## src/rtl/clk_gate_fanout.sv

```systemverilog
`timescale 1ns/1ps
module clk_gate_fanout #(
  parameter int N_OUT       = 8,
  parameter int SYNC_STAGES = 4
) (
  input  logic             clk_ref,
  input  logic             rst_n,
  input  logic [N_OUT-1:0] oe_n,
  input  logic [N_OUT-1:0] sw_en,
  input  logic             pwr_n,
  output logic [N_OUT-1:0] out_p,
  output logic [N_OUT-1:0] out_n
);
  localparam int LAST = SYNC_STAGES - 1;

  logic [N_OUT-1:0] req;
  logic [N_OUT-1:0] sync_q [SYNC_STAGES];
  logic [1:0]       pd_smp;
  logic             run_pwr, pwr_next;
  logic [N_OUT-1:0] en_p, en_n;

  assign req = ~oe_n & sw_en;

  always_ff @(posedge clk_ref or negedge rst_n)
    if (!rst_n) begin
      for (int j = 0; j < SYNC_STAGES; j++) sync_q[j] <= '0;
    end else begin
      sync_q[0] <= req;
      for (int j = 1; j < SYNC_STAGES; j++) sync_q[j] <= sync_q[j-1];
    end

  always_ff @(negedge clk_ref or negedge rst_n)
    if (!rst_n) pd_smp <= 2'b00;
    else        pd_smp <= {pd_smp[0], pwr_n};

  always_comb begin
    pwr_next = run_pwr;
    if (pd_smp == 2'b00)      pwr_next = 1'b0;
    else if (pd_smp == 2'b11) pwr_next = 1'b1;
  end

  always_ff @(posedge clk_ref or negedge rst_n)
    if (!rst_n) begin
      run_pwr <= 1'b0;
      en_n    <= '0;
    end else begin
      run_pwr <= pwr_next;
      en_n    <= en_p & {N_OUT{pwr_next}};
    end

  always_ff @(negedge clk_ref or negedge rst_n)
    if (!rst_n) en_p <= '0;
    else        en_p <= sync_q[LAST] & {N_OUT{run_pwr}};

  assign out_p = en_p & {N_OUT{clk_ref}};
  assign out_n = en_n & {N_OUT{~clk_ref}};
endmodule

```

## config.mk

```make
export PLATFORM = sky130hd
export DESIGN_NAME = clk_gate_fanout
export DESIGN_NICKNAME = d
export VERILOG_FILES = /design/src/rtl/clk_gate_fanout.sv
export SDC_FILE = /design/constraint.sdc
export NUM_CORES = 1
export LEC_CHECK = 0
export ABC_AREA = 0
export BUFFER_PORTS_ARGS = -buffer_cell sky130_fd_sc_hd__clkbuf_2
export CAP_MARGIN = 20
export CORE_MARGIN = 4
export CORE_UTILIZATION = 39
export DETAILED_ROUTE_END_ITERATION = 12
export PLACE_DENSITY = 0.58
export SLEW_MARGIN = 20
export SYNTH_ARGS = -nofsm -noshare
export SYNTH_HDL_FRONTEND = slang
export SYNTH_SLANG_ARGS = --single-unit
```

## constraint.sdc

```tcl
create_clock -name clk_ref -period 3 [get_ports clk_ref]
set_input_delay 0.15 -clock clk_ref [delete_from_list [all_inputs] [get_ports clk_ref]]
set_output_delay 0.15 -clock clk_ref [all_outputs]
set_load 0.005 [all_outputs]
```

# Word-level counts from Yosys, hierarchy flattened
# Cells that the tools add are included.
[word_totals] out_inout_bits=16 regBits=51 inputBits=19
[classes] bitwise_logic=7 n_reduce_logical=1 eq_ne=1 mux=2
[op_table] op="AND 8 bit" n=5
[op_table] op="inverter 8 bit" n=1
[op_table] op="equality test 2 bit (second input constant)" n=1
[op_table] op="zero test 2 bit" n=1
[op_table] op="2-to-1 mux 1 bit" n=2
[op_table] op="inverter 1 bit" n=1

# Logic depth before layout (Yosys ltp)
[logic_depth] depth_word=4 ltp_mapped=2 mapped_depth_nobuf=2

==> insert_results.sql <==
INSERT INTO impl_metrics (metric_group, metric, value, unit) VALUES
('final_layout', 'share_of_post_route_cells_with_drive_strength_above_1', '0.327', ''),
('route', 'detail-route-antenna-nets', '0', ''),
('floorplanning', 'io_pins', '35', ''),
('route', 'first_iter_violations', '40', ''),
('placement', 'dp_cells', '175', ''),
('route', 'detailroute.via_count', '905', ''),
('logic_synthesis', 'synth_top_family_by_area', 'simple AND/OR/NAND/NOR gates', ''),
('global_routing', 'grt_pass1_wl', '3930', 'um'),
('min_path', 'hp-class', 'in2async', ''),
('floorplanning', 'die_x', '70.9', 'um'),
('global_routing', 'pin_count_of_the_biggest_net_entering_global_routing', '33', ''),
('clock_network', 'cts.reportedPaths.clkPinSlew', '0.08', 'ns'),
('setup_path', 'critPathKind', 'reg2out', ''),
('setup_path', 'crit_fanout', '2', ''),
('logic_synthesis', 'post_synthesis_sequential_area_ratio', '0.828', ''),
('global_routing', 'grt_use_total', '0.109', ''),
('logic_synthesis', 'post_synth_xor_area_fraction', '0', ''),
('sta', 'worst_hold_slack', '0.230', 'ns'),
('sta', 'setup_viol', '0', ''),
('clock_network', 'clock_latency', '0.41', 'ns'),
('setup_path', 'timing.critical_path.from_type', 'flip-flop', ''),
('placement', 'hpwl', '1290', 'um'),
('placement', 'port_buffers', '34', ''),
('sta', 'maxSlewViolCount', '0', ''),
('logic_synthesis', 'synth-warning-count', '0', ''),
('setup_path', 'crit_end_category', 'output pin', ''),
('route', 'route.met3.wl', '295', 'um'),
('logic_synthesis', 'syn_area', '1540', 'um2'),
('final_layout', 'area_growth_syn_to_layout', '44.7', '%'),
('logic_synthesis', 'ys_top_cells_by_area', 'sky130_fd_sc_hd__dfrtp_1, sky130_fd_sc_hd__dfrtn_1, sky130_fd_sc_hd__and2_1', ''),
('route', 'route.detailed.drc', '0', ''),
('clock_network', 'tritoncts_clock_tree', 'built', ''),
('placement', 'globalplace.congestion', '0.737', ''),
('sta', 'timing.slew.headroom', '0.683', ''),
('clock_network', 'cts_resized', '0', ''),
('global_routing', 'number_of_global_route_vias_before_repair', '1075', ''),
('logic_synthesis', 'compound_gate_fraction_of_synth_area', '0', ''),
('logic_synthesis', 'synth_fp_nets', '112', ''),
('route', 'post_drt_via_cell_ratio', '4.31', ''),
('logic_synthesis', 'synth_mux_area_frac', '0', ''),
('logic_synthesis', 'synthDistinctLibCells', '6', ''),
('logic_synthesis', 'post-synth-top-area-fraction', '0.666', ''),
('setup_path', 'worstPathArrival', '2.56', 'ns'),
('logic_synthesis', 'synthSimpleGateAreaFrac', '0.162', ''),
('power_and_ir_drop', 'static-leakage-power', '0.00115', 'uW'),
('logic_synthesis', 'share_of_synthesized_cell_area_in_full_adder_half_adder_and_majority_cells', '0.00731', ''),
('global_routing', 'initial_antenna_violation_count', '0', ''),
('power_and_ir_drop', 'ir_worst_vdd', '0.432', 'mV'),
('logic_synthesis', 'synth_area_leader', 'sky130_fd_sc_hd__dfrtp_1', ''),
('sta', 'total_count_of_hold_check_failures_in_the_final_report', '0', ''),
('sta', 'setup_tns', '0', 'ns'),
('logic_synthesis', 'post_synth.cell_area_avg', '16.6', 'um2'),
('final_layout', 'final_core_util', '0.596', ''),
('logic_synthesis', 'synthesis.instances', '93', ''),
('global_routing', 'grt_remaining_overflow', '0', ''),
('floorplanning', 'floorplan.core_area', '3740', 'um2'),
('floorplanning', 'initial_core_util', '0.412', ''),
('route', 'dr.max_layer_used', 'met4', ''),
('sta', 'finalClockSkew', '0.0184', 'ns'),
('final_layout', 'finish.net_count', '178', ''),
('sta', 'grt_setup_unrepaired', 'false', ''),
('floorplanning', 'num_rows', '22', ''),
('route', 'total_routed_wirelength', '2290', 'um'),
('final_layout', 'layout_commonest_cell', 'sky130_fd_sc_hd__dfrtp_1', ''),
('floorplanning', 'die_ar', '5020', 'um2'),
('job', 'drv.max_cap_violation_count', '0', ''),
('setup_path', 'critical_path_required', '2.85', 'ns'),
('final_layout', 'post_route_insts_no_fill', '210', ''),
('route', 'wl_met2', '1180', 'um'),
('route', 'drt-met1-wl', '765', 'um'),
('power_and_ir_drop', 'p_per_area', '794', 'nW/um2'),
('floorplanning', 'die_y', '70.9', 'um'),
('outcome', 'outcome', 'finished, final reports clean', ''),
('logic_synthesis', 'yosys_register_bits', '51', ''),
('route', 'first_pass_iters', '4', ''),
('setup_path', 'setup.reg_to_reg.worst_slack', '0.48', 'ns'),
('power_and_ir_drop', 'report.power.total', '1770', 'uW'),
('sta', 'worstMarginPinSlew', '0.475', 'ns'),
('route', 'wire_per_inst', '10.9', 'um'),
('final_layout', 'highest_count_cells_in_the_layout_ignoring_fill_and_taps', 'sky130_fd_sc_hd__dfrtp_1, sky130_fd_sc_hd__clkbuf_2, sky130_fd_sc_hd__and2_1', ''),
('final_layout', 'antenna_cells_inserted', '0', '');
==> registers in the layout, indices dropped and copies added (netlist names) <==
| register | flops |
|---|---|
| sync_q | 32 |
| en_n | 8 |
| en_p | 8 |
| pd_smp | 2 |
| run_pwr | 1 |
==> synthesized netlist by cell type <==
cell type and number:
sky130_fd_sc_hd__dfrtn_1 10, sky130_fd_sc_hd__maj3_2 1, sky130_fd_sc_hd__and2_1 24, sky130_fd_sc_hd__clkbuf_1 1
sky130_fd_sc_hd__nor2b_1 16, sky130_fd_sc_hd__dfrtp_1 41
==> metrics by stage <==
stage	area [um2]	setup slack [ns]
after CTS	2230	0.256
after floorplan	1540	0.553
after detailed placement	1780	0.494
final	2230	0.289
after global routing	2230	0.210
after global placement	1780	0.522
==> cells by family after synthesis <==
family | Yosys count
and+or+nand+nor | 40
DFF | 51
adders and majority gates | 1
buffers and inverters | 1
==> layout make-up <==
class | instances | area, um2
Timing Repair Buffer | 36 | 268
Tap cell | 48 | 60.1
Clock inverter | 1 | 5.00
Multi-Input combinational cell | 41 | 262
Clock buffer | 33 | 360
Sequential cell | 51 | 1280
Fill cell | 311 | 1510
==> routing by layer <==
| metal | vias to the layer above | global-route usage |
|---|---|---|
| met5 | - | 0 |
| met4 | 0 | 0.132 |
| met3 | 8 | 0.0994 |
| met2 | 44 | 0.149 |
| met1 | 437 | 0.0774 |
| li1 | 416 | - |
==> where the power goes <==
part	leakage, uW	switching [uW]	internal [uW]
registers	0.000665	11.0	721
clock network	0.000261	343	641
logic	0.000229	23.0	31.8
total	0.00115	377	1390
==> worst max-delay path, cell delays in order (launching register included) <==
cell                       delay (ns)
sky130_fd_sc_hd__dfrtn_1         0.41
sky130_fd_sc_hd__and2_1          0.13
sky130_fd_sc_hd__clkbuf_2        0.11
==> worst paths after layout <==
| kind | start | endpoint | depth (start not counted) |
|---|---|---|---|
| min in group clk_ref | pd_smp[0] | pd_smp[1] | 0 |
| worst max register to register | pd_smp[0] | en_n[7] | 2 |
| max in group asynchronous | rst_n | en_p[5] | 2 |
| worst max-delay path | en_p[0] | out_p[0] | 2 |
| worst min-delay path | rst_n | en_n[0] | 2 |
| worst min register to register | pd_smp[0] | pd_smp[1] | 0 |
==> what timing repair did <==
action                     CTS  global route
buffers inserted             0             0
hold endpoints to repair    17             0
setup endpoints to repair    0             0
hold buffers                17             0
No activity file was read; power rests on OpenSTA's default activity.
